===== src/rtl/sdram_seq_pkg.sv =====
package sdram_seq_pkg;
  typedef enum logic [1:0] {ST_IDLE, ST_PRE, ST_ACT, ST_ACC} seqState_t;

  // Strobes from control to datapath
  typedef struct packed {
    logic capture;  // latch request this cycle
    logic doPre;    // precharge issued this cycle
    logic doAct;    // activate issued this cycle
    logic doAcc;    // read/write issued this cycle
  } seqStrobe_t;
endpackage


===== src/rtl/sdram_seq_datapath.sv =====
module sdram_seq_datapath
  import sdram_seq_pkg::*;
#(
  parameter int NUM_BANKS = 4,
  parameter int ADDR_W    = 17,
  parameter int MA_W      = 8,
  parameter int DATA_W    = 16,
  localparam int BANK_W   = $clog2(NUM_BANKS)
) (
  input  logic              clk,
  input  logic              rst_n,
  input  logic              fineMode,
  input  logic [ADDR_W-1:0] reqAddr,
  input  logic              reqWrite,
  input  logic [DATA_W-1:0] reqWdata,
  input  seqStrobe_t        strobe,
  output logic              lookupOpen,
  output logic              lookupHit,
  output logic              curWrite,
  output logic [BANK_W-1:0] cmdBank,
  output logic [MA_W-1:0]   cmdAddr,
  output logic [DATA_W-1:0] memWdata
);
  localparam int ROW_LSB = ADDR_W - MA_W;

  logic [BANK_W-1:0] newBank;
  logic [MA_W-1:0]   newRow, newCol;
  logic [BANK_W-1:0] curBank;
  logic [MA_W-1:0]   curRow, curCol;
  logic [NUM_BANKS-1:0] openValid;
  logic [MA_W-1:0]   openRow [NUM_BANKS];

  // Address split: fine mode swaps host bits 0 and 7
  if (NUM_BANKS == 4) begin : g_bank4
    assign newBank = fineMode ? {reqAddr[1], reqAddr[0]} : {reqAddr[8], reqAddr[7]};
  end else begin : g_bank2
    assign newBank = fineMode ? reqAddr[0] : reqAddr[7];
  end
  assign newRow = reqAddr[ADDR_W-1:ROW_LSB];
  assign newCol = fineMode ? {reqAddr[8], reqAddr[6:1], reqAddr[7]}
                           : {reqAddr[8], reqAddr[6:0]};

  always_ff @(posedge clk) begin
    if (!rst_n) begin
      curBank  <= '0;
      curRow   <= '0;
      curCol   <= '0;
      curWrite <= 1'b0;
      memWdata <= '0;
    end else if (strobe.capture) begin
      curBank  <= newBank;
      curRow   <= newRow;
      curCol   <= newCol;
      curWrite <= reqWrite;
      memWdata <= reqWdata;
    end
  end

  // One open row per bank
  always_ff @(posedge clk) begin
    if (!rst_n) begin
      openValid <= '0;
      for (int i = 0; i < NUM_BANKS; i++) openRow[i] <= '0;
    end else begin
      if (strobe.doPre) openValid[curBank] <= 1'b0;
      if (strobe.doAct) begin
        openValid[curBank] <= 1'b1;
        openRow[curBank]   <= curRow;
      end
    end
  end

  assign lookupOpen = openValid[newBank];
  assign lookupHit  = lookupOpen && (openRow[newBank] == newRow);
  assign cmdBank    = curBank;
  assign cmdAddr    = strobe.doAct ? curRow : (strobe.doAcc ? curCol : '0);

  // activate only reaches a bank that holds no open row
  p_act_closed_r6: assert property (@(posedge clk) disable iff (!rst_n)
    strobe.doAct |-> !openValid[curBank]);
  // column commands only reach the matching open row
  p_acc_hit_r5: assert property (@(posedge clk) disable iff (!rst_n)
    strobe.doAcc |-> (openValid[curBank] && openRow[curBank] == curRow));
endmodule


===== src/rtl/sdram_seq_ctrl.sv =====
module sdram_seq_ctrl
  import sdram_seq_pkg::*;
#(
  parameter int PRE_CLKS = 2,
  parameter int ACT_CLKS = 2,
  parameter int ACC_CLKS = 3
) (
  input  logic       clk,
  input  logic       rst_n,
  input  logic       reqValid,
  input  logic       lookupOpen,
  input  logic       lookupHit,
  input  logic       curWrite,
  output logic       reqReady,
  output seqStrobe_t strobe,
  output logic       cmdAct,
  output logic       cmdPre,
  output logic       cmdRd,
  output logic       cmdWr,
  output logic       cmdNop,
  output logic       rdValid
);
  localparam int MAX_CLKS = (ACC_CLKS > PRE_CLKS) ?
                            ((ACC_CLKS > ACT_CLKS) ? ACC_CLKS : ACT_CLKS) :
                            ((PRE_CLKS > ACT_CLKS) ? PRE_CLKS : ACT_CLKS);
  localparam int CNT_W = $clog2(MAX_CLKS) + 1;

  seqState_t state;
  logic [CNT_W-1:0] slotCnt, slotLen;
  logic slotFirst, slotLast, accept;

  always_comb begin
    case (state)
      ST_PRE:  slotLen = CNT_W'(PRE_CLKS);
      ST_ACT:  slotLen = CNT_W'(ACT_CLKS);
      ST_ACC:  slotLen = CNT_W'(ACC_CLKS);
      default: slotLen = CNT_W'(1);
    endcase
  end

  assign slotFirst = (slotCnt == '0);
  assign slotLast  = (slotCnt == slotLen - CNT_W'(1));
  assign reqReady  = (state == ST_IDLE);
  assign accept    = reqValid && reqReady;

  always_ff @(posedge clk) begin
    if (!rst_n) begin
      state   <= ST_IDLE;
      slotCnt <= '0;
    end else if (state == ST_IDLE) begin
      slotCnt <= '0;
      if (accept) state <= !lookupOpen ? ST_ACT : (lookupHit ? ST_ACC : ST_PRE);
    end else if (slotLast) begin
      slotCnt <= '0;
      case (state)
        ST_PRE:  state <= ST_ACT;
        ST_ACT:  state <= ST_ACC;
        default: state <= ST_IDLE;
      endcase
    end else begin
      slotCnt <= slotCnt + CNT_W'(1);
    end
  end

  always_comb begin
    strobe.capture = accept;
    strobe.doPre   = (state == ST_PRE) && slotFirst;
    strobe.doAct   = (state == ST_ACT) && slotFirst;
    strobe.doAcc   = (state == ST_ACC) && slotFirst;
  end

  assign cmdPre  = strobe.doPre;
  assign cmdAct  = strobe.doAct;
  assign cmdRd   = strobe.doAcc && !curWrite;
  assign cmdWr   = strobe.doAcc && curWrite;
  assign cmdNop  = !(cmdPre || cmdAct || cmdRd || cmdWr);
  assign rdValid = (state == ST_ACC) && slotLast && !curWrite;

  // one command per cycle on the shared bus
  p_one_cmd_r8: assert property (@(posedge clk) disable iff (!rst_n)
    $onehot0({cmdAct, cmdPre, cmdRd, cmdWr}));
  // a row command is followed by an idle bus cycle
  p_row_gap_r8: assert property (@(posedge clk) disable iff (!rst_n)
    (cmdAct || cmdPre) |=> cmdNop);
  // precharge is followed by activate two cycles later
  p_pre_act_r6: assert property (@(posedge clk) disable iff (!rst_n)
    cmdPre |=> ##1 cmdAct);
  // acceptance makes the block busy
  p_busy_r9: assert property (@(posedge clk) disable iff (!rst_n)
    accept |=> !reqReady);
  // read data valid two cycles after the read strobe
  p_rdvalid_r10: assert property (@(posedge clk) disable iff (!rst_n)
    cmdRd |=> ##1 rdValid);
endmodule


===== src/rtl/sdram_page_seq.sv =====
module sdram_page_seq
  import sdram_seq_pkg::*;
#(
  parameter int NUM_BANKS = 4,
  parameter int ADDR_W    = 17,
  parameter int MA_W      = 8,
  parameter int DATA_W    = 16,
  localparam int BANK_W   = $clog2(NUM_BANKS)
) (
  input  logic              clk,
  input  logic              rst_n,
  input  logic              fineMode,
  input  logic              reqValid,
  output logic              reqReady,
  input  logic              reqWrite,
  input  logic [ADDR_W-1:0] reqAddr,
  input  logic [DATA_W-1:0] reqWdata,
  output logic              cmdAct,
  output logic              cmdPre,
  output logic              cmdRd,
  output logic              cmdWr,
  output logic              cmdNop,
  output logic [BANK_W-1:0] cmdBank,
  output logic [MA_W-1:0]   cmdAddr,
  output logic [DATA_W-1:0] memWdata,
  output logic              rdValid
);
  seqStrobe_t strobe;
  logic lookupOpen, lookupHit, curWrite;

  sdram_seq_ctrl u_ctrl (
    .clk, .rst_n, .reqValid, .lookupOpen, .lookupHit, .curWrite,
    .reqReady, .strobe, .cmdAct, .cmdPre, .cmdRd, .cmdWr, .cmdNop, .rdValid
  );

  sdram_seq_datapath #(
    .NUM_BANKS(NUM_BANKS), .ADDR_W(ADDR_W), .MA_W(MA_W), .DATA_W(DATA_W)
  ) u_dp (
    .clk, .rst_n, .fineMode, .reqAddr, .reqWrite, .reqWdata, .strobe,
    .lookupOpen, .lookupHit, .curWrite, .cmdBank, .cmdAddr, .memWdata
  );
endmodule


===== config.mk =====
export PLATFORM = sky130hd
export DESIGN_NAME = sdram_page_seq
export DESIGN_NICKNAME = d
export VERILOG_FILES = /design/src/rtl/sdram_seq_pkg.sv /design/src/rtl/sdram_seq_datapath.sv /design/src/rtl/sdram_seq_ctrl.sv /design/src/rtl/sdram_page_seq.sv
export SDC_FILE = /design/constraint.sdc
export NUM_CORES = 1
export LEC_CHECK = 0
export BUFFER_PORTS_ARGS = -buffer_cell sky130_fd_sc_hd__buf_2
export CORE_ASPECT_RATIO = 0.9
export CORE_MARGIN = 3
export CORE_UTILIZATION = 40
export DETAILED_ROUTE_END_ITERATION = 6
export PLACE_DENSITY = 0.63
export SLEW_MARGIN = 20
export SYNTH_ARGS = -nofsm -noshare
export SYNTH_HDL_FRONTEND = slang
export SYNTH_SLANG_ARGS = --single-unit

===== constraint.sdc =====
create_clock -name clk -period 2.8 [get_ports clk]
set_input_delay 0.56 -clock clk [delete_from_list [all_inputs] [get_ports clk]]
set_output_delay 0.56 -clock clk [all_outputs]
set_load 0.05 [all_outputs]

== Word level (Yosys, flattened, before mapping) ==
Memories as Yosys holds them, arrays and structs flattened.
Cells that the tools add are included.

* Memories: 1
* Logic and storage cells: 71
* RAM bits: 32
* Flip-flop bits (word level): 44
* Input bits: 38
* Output and inout bits: 33

* Bitwise gates (word level): 4
* Add/sub/neg operators: 2
* Mux-type cells: 25
* Equality and inequality tests: 6
* Magnitude comparators: 3
* Reduce and logical (&&, ||, !) cells: 22

{| class="wikitable"
|+ Memories
! name !! words !! width !! rd ports !! clocked after Yosys merged registers in !! wr ports !! RTL line !! RTL
|-
| u_dp.openRow || 4 || 8 || 1 || 0 || 4 || sdram_seq_datapath.sv:31 || <nowiki>logic [MA_W-1:0] openRow [NUM_BANKS];</nowiki>
|}

{| class="wikitable"
|+ Operator list
! operator !! number
|-
| 8-bit 2-to-1 mux || 3
|-
| 2-bit 2-to-1 mux || 7
|-
| 4-bit 2-to-1 mux || 3
|-
| 1-bit logical AND || 10
|-
| 8-bit == test || 1
|-
| 1-bit 2-to-1 mux || 8
|-
| 2-bit case mux with 2 select lines || 2
|-
| 8-bit OR reduction || 1
|-
| 2-bit by 3-bit less-than comparator with 1-bit output, second input constant || 2
|-
| 4-bit AND || 1
|-
| 2-bit == test, second input constant || 2
|-
| 4-bit inverter || 1
|-
| 4-bit bitwise OR || 1
|-
| 3-bit by 1-bit adder with 3-bit output, second input constant || 1
|-
| 3-bit == test || 1
|-
| 3-bit zero test || 1
|-
| 1-bit logical OR || 3
|-
| 3-bit OR reduction || 1
|-
| 2-bit by 1-bit subtractor with 3-bit output, second input constant || 1
|-
| 1-bit binary-select mux with 2-bit select || 1
|-
| 1-bit demux with 2-bit select || 1
|-
| 2-bit by 1-bit == test with 1-bit output, second input constant || 1
|-
| 2-bit by 1-bit greater-or-equal comparator with 1-bit output, second input constant || 1
|-
| 1-bit zero test || 2
|-
| other kinds (6) || 6
|}

== Depth between registers and ports, before layout ==
* Word-level depth: 10
* Mapped depth: 9
* Gate-level depth less buffers: 9

== Modules after synthesis ==
Synthesis repeated with hierarchy kept, for this count alone.

* Cell total of the unflattened synthesis: 321
* Area, all modules: 3533.4 um^2

{| class="wikitable"
|+ Modules (own cells, without submodules)
! module !! seq. area each (um^2) !! cells each !! area each (um^2) !! instances
|-
| sdram_seq_datapath || 1741.7 || 271 || 3094.2 || 1
|-
| sdram_seq_ctrl || 100.1 || 50 || 439.2 || 1
|}

== Worst setup path before layout ==
Ideal clock, no wire load.

* Path kind: flip-flop to output port
* From: reg u_ctrl.state[1]
* To: out rdValid
* Data arrival time: 2583 ps
* Path buffers: 0
* Path slack: -343 ps
* Data required time: 2240 ps
* Cell stages (with the launch flop): 7
* Path through: dfxtp_1 inv_1 ha_1 xnor2_1 and3_1 o21ai_0 nor3b_1

* Word-level cells in the longest chain between the ends: 7
* Elaborated cells on any way between the ends: 9
* Those cells by class: add/sub: 1; eq/ne: 4; mux: 1; reduce/logical: 3

{| class="wikitable"
|+ Ends and longest elaborated chain
! item !! RTL line !! RTL
|-
| start: declaration || sdram_seq_ctrl.sv:28 || <nowiki>seqState_t state;</nowiki>
|-
| start signal: assignment || sdram_seq_ctrl.sv:52 || <nowiki>if (accept) state <= !lookupOpen ? ST_ACT : (lookupHit ? ST_ACC : ST_PRE);</nowiki>
|-
| 2-bit == test / 2-bit by 1-bit == test with 1-bit output (equally long branches) || sdram_seq_ctrl.sv:33 || <nowiki>case (state)</nowiki>
|-
| 2-bit OR reduction (no line) || n/a ||
|-
| 2-bit case mux with 2 select lines || sdram_seq_ctrl.sv:33 ||
|-
| 2-bit by 1-bit subtractor with 3-bit output || sdram_seq_ctrl.sv:42 || <nowiki>assign slotLast = (slotCnt == slotLen - CNT_W'(1));</nowiki>
|-
| 3-bit == test || sdram_seq_ctrl.sv:42 ||
|-
| 1-bit logical AND * (2 in a row) || sdram_seq_ctrl.sv:77 || <nowiki>assign rdValid = (state == ST_ACC) && slotLast && !curWrite;</nowiki>
|-
| end: declaration || sdram_page_seq.sv:26 || <nowiki>output logic rdValid</nowiki>
|}

Every way passes the cells marked *; elsewhere a longest branch is shown, timed or not.

== Worst setup path after layout ==
* From: reg u_ctrl.slotCnt[0]
* To: out cmdAddr[1]

* Word-level cells in the longest chain between the ends: 4
* Elaborated cells on any way between the ends: 5
* Those cells by class: mux: 2; reduce/logical: 3

{| class="wikitable"
|+ Ends and longest elaborated chain
! item !! RTL line !! RTL
|-
| start: declaration || sdram_seq_ctrl.sv:29 || <nowiki>logic [CNT_W-1:0] slotCnt, slotLen;</nowiki>
|-
| start signal: assignment || sdram_seq_ctrl.sv:61 || <nowiki>slotCnt <= slotCnt + CNT_W'(1);</nowiki>
|-
| 3-bit zero test * || sdram_seq_ctrl.sv:41 || <nowiki>assign slotFirst = (slotCnt == '0);</nowiki>
|-
| 1-bit logical AND || sdram_seq_ctrl.sv:69 || <nowiki>strobe.doAcc = (state == ST_ACC) && slotFirst;</nowiki>
|-
| 8-bit 2-to-1 mux || sdram_seq_datapath.sv:76 || <nowiki>assign cmdAddr = strobe.doAct ? curRow : (strobe.doAcc ? curCol : '0);</nowiki>
|-
| 8-bit 2-to-1 mux * || sdram_seq_datapath.sv:76 ||
|-
| end: declaration || sdram_page_seq.sv:24 || <nowiki>output logic [MA_W-1:0] cmdAddr,</nowiki>
|}

Marked as above.

==> impl_metrics.csv <==
group,metric,value,unit
outcome,status,"complete, no violations",
floorplan,io-pin-count,71,
critical_path,start_kind,"flip-flop",
sta,hold_violations,0,
sta,setup_ws,0.150,ns
synth,synth_seq_cells,76,
pwr,finalPower,3.63,mW
sta,timing.final.crit_period,2.65,ns
synth,yosysTopAreaCell,"edfxtp_1",
detailed_routing,post_drt_via_cell_ratio,5.06,
cts,cts_tree,"built",
final_layout,final_nets,486,
sta,fin_worst_skew,0.00915,ns
final_layout,antenna_cells,0,
detailed_routing,ant_nets,0,
critical_path,cp.required,2.24,ns
placed_design,dpl-instance-area,0.00411,mm2
global_routing,grt.overflow.total,0,
floorplan,start_util,0.416,
placed_design,io_buffer_count,70,
final_layout,final_cell_area,0.00433,mm2
cts,clkLatencyLatePin,0.35,ns
worst_hold_path,worstHoldPathType,"input pin to flip-flop",
final_layout,final_layout_size_suffix_gt1_frac,0.233,
final_layout,final_cell_mix,"88 x nand2_1, 70 x buf_2, 44 x dfxtp_1, 36 x a21boi_0, 32 x edfxtp_1",
critical_path,arrival,2.09,ns
detailed_routing,wl,8570,um
pwr,cellLeakagePower,1.84,nW
final_layout,area_growth,20.2,%
sta,fin_tns_setup,0,ns
sta,fmax,0.377,GHz
global_routing,antenna_found_initial,0,
critical_path,crit_fanout,11,
floorplan,fp-row-count,32,
sta,rsz0062_at_grt,"false",
synth,synth_top_area_share,0.267,
synth,ys.flop_type,"dfxtp_1",
global_routing,grt_max_degree,55,
sta,drv_slew,0,
synth,synth_seq_area_share,0.511,
critical_path,cp.buffers_inverters,3,
detailed_routing,drt_iter0_markers,154,
detailed_routing,firstDrtPassIters,4,
critical_path,cp_slowest_cell,"dfxtp_1",
detailed_routing,drc,0,
cts,cts_sinks,76,
floorplan,core_area,0.00865,mm2
cts,clock-root-buffer,"clkbuf_8",
critical_path,worst_path_largest_cell_delay,0.36,ns
detailed_routing,vias,2860,
synth,synthCells,369,
cts,cts_buffer_depth,2,
placed_design,post-place-ws,0.145,ns
sta,slew_headroom,0.667,
pwr,powerDensity,838,mW/mm2
synth,synth.area.top_cells,"edfxtp_1 27%, dfxtp_1 24%, nand2_1 9.2%, a21boi_0 7.5%, and2_1 4.5%",
sta,tightest_slew,0.498,ns
floorplan,die_area,0.0102,mm2
cts,clkTransAtPathRegs,0.08,ns
floorplan,fp.dieW,106,um
cts,h-tree-depth,3,
synth,yosysWarnings,0,
synth,synth_cell_types,40,
cts,post_cts_buffers,0,
sta,period_share,0.946,
global_routing,grt_pass1_wl,14300,um
synth,synth_area_per_cell,9.76,um2
final_layout,fillerInstances,849,
global_routing,grt_pass1_vias,2784,
critical_path,crit_type,"flip-flop to primary output",
critical_path,cp-end-kind,"primary output",
global_routing,grt_usage,0.181,
floorplan,die_h,96.0,um
synth,synth_fp_nets,414,
synth,synth_edf_count,32,
sta,setup_viol,0,
placed_design,dp_hpwl,6200,um
synth,ys_async_sr_fraction,0,
final_layout,final_common_cell,"nand2_1",
placed_design,place.gp.congestion,0.830,
run,maxCapViolations,0,
critical_path,path_delay_family,"simple AND/OR/NAND/NOR gates",
detailed_routing,wire_per_inst,15.2,um
synth,syn_area,0.00360,mm2
critical_path,crit_chain,"inv_1, ha_1, nor2b_1, and2_1, buf_4, a22o_1, buf_2",
cts,numCtsBuffers,9,
pwr,ir_drop,402,uV
final_layout,final_core_util,0.500,
worst reg2reg max path, delay by kind of cell, from the launching register on:
family / cells / cell delay (ns)
AND/OR/NAND/NOR: 5 / 1.26
adder cells (fa/ha/maj): 1 / 0.13
flip-flops: 1 / 0.36
buffers and inverters: 2 / 0.27
per-stage QoR:
stage / instances / hold slack (ns)
finish: 565 / 0.450
global route: 565 / 0.452
CTS: 565 / 0.434
detailed placement: 549 / 0.455
global placement: 549 / 0.448
floorplan: 369 / 0.437
cell families (layout without fill, tap and decap cells):
| logic type | Yosys count | count (layout) | share of synthesized area |
|---|---|---|---|
| and+or+nand+nor | 164 | 164 | 0.215 |
| xor gates and xnor gates | 9 | 9 | 0.0219 |
| muxes | 8 | 8 | 0.0420 |
| AOI/OAI and AO/OA | 79 | 79 | 0.157 |
| adders and majority gates | 7 | 7 | 0.0243 |
| DFF | 76 | 76 | 0.511 |
| buffers and inverters | 26 | 103 | 0.0281 |
metal layers:
| layer | part of all wire | routed length [um] | up-vias | track usage |
|---|---|---|---|---|
| met5 | 0 | 0 | - | 0 |
| met4 | 0.011 | 96 | 0 | 0.0690 |
| met3 | 0.084 | 717 | 10 | 0.0510 |
| met2 | 0.44 | 3760 | 97 | 0.269 |
| met1 | 0.47 | 4010 | 1329 | 0.253 |
| li1 | - | - | 1424 | - |
sequential cells by signal (all words and copies together), names as in the netlist:
| signal | flops |
|---|---|
| u_dp.openRow | 32 |
| u_dp.memWdata | 16 |
| u_dp.curCol | 8 |
| u_dp.curRow | 8 |
| u_dp.openValid | 4 |
| u_ctrl.slotCnt | 3 |
| u_ctrl.state | 2 |
| u_dp.cmdBank | 2 |
| u_dp.curWrite | 1 |
layout make-up:
class | count | area, um2 | area share
Clock buffer | 12 | 166 | 0.0385
Clock inverter | 4 | 52.6 | 0.0121
Inverter | 6 | 22.5 | 0.00520
Multi-Input combinational cell | 267 | 1660 | 0.384
Sequential cell | 76 | 1840 | 0.426
Tap cell | 119 | 149 | 0.0344
Timing Repair Buffer | 81 | 433 | 0.100
final timing paths:
kind,from,to,slack [ns],cells after the start
worst min-delay path,reqWdata[5],u_dp.memWdata[5],0.45,3
worst max register to register,u_ctrl.slotCnt[0],u_dp.openRow[0][1],0.45,8
worst min register to register,u_dp.memWdata[0],u_dp.memWdata[0],0.46,2
worst max-delay path,u_ctrl.slotCnt[0],cmdAddr[1],0.15,7
cell usage after synthesis (all sizes together) (2+ instances only):
| master | number |
|---|---|
| a32o | 2 |
| edfxtp | 32 |
| nor3 | 2 |
| a21oi | 6 |
| xor2 | 4 |
| dfxtp | 44 |
| and3 | 10 |
| clkbuf | 19 |
| and2 | 26 |
| o22ai | 4 |
| nand3b | 3 |
| xnor2 | 5 |
| o211a | 3 |
| or3 | 2 |
| nand2 | 88 |
| a32oi | 2 |
| ha | 7 |
| inv | 6 |
| nand2b | 4 |
| a22o | 8 |
| o31ai | 2 |
| mux4 | 5 |
| mux2i | 2 |
| o21ai | 13 |
| nand3 | 3 |
| nor2b | 9 |
| a21boi | 36 |
| nor2 | 12 |
report_power, final:
group | internal (mW) | total, mW | switching (mW)
clock network | 0.494 | 0.908 | 0.413
logic | 0.376 | 1.29 | 0.918
registers | 1.30 | 1.42 | 0.119
total | 2.18 | 3.63 | 1.45
timing repair:
item,in CTS,in global routing
resized for setup,0,1
endpoints found under the setup margin,0,1
hold buffers,0,0
Note: power is estimated with default switching activity, not from simulation.
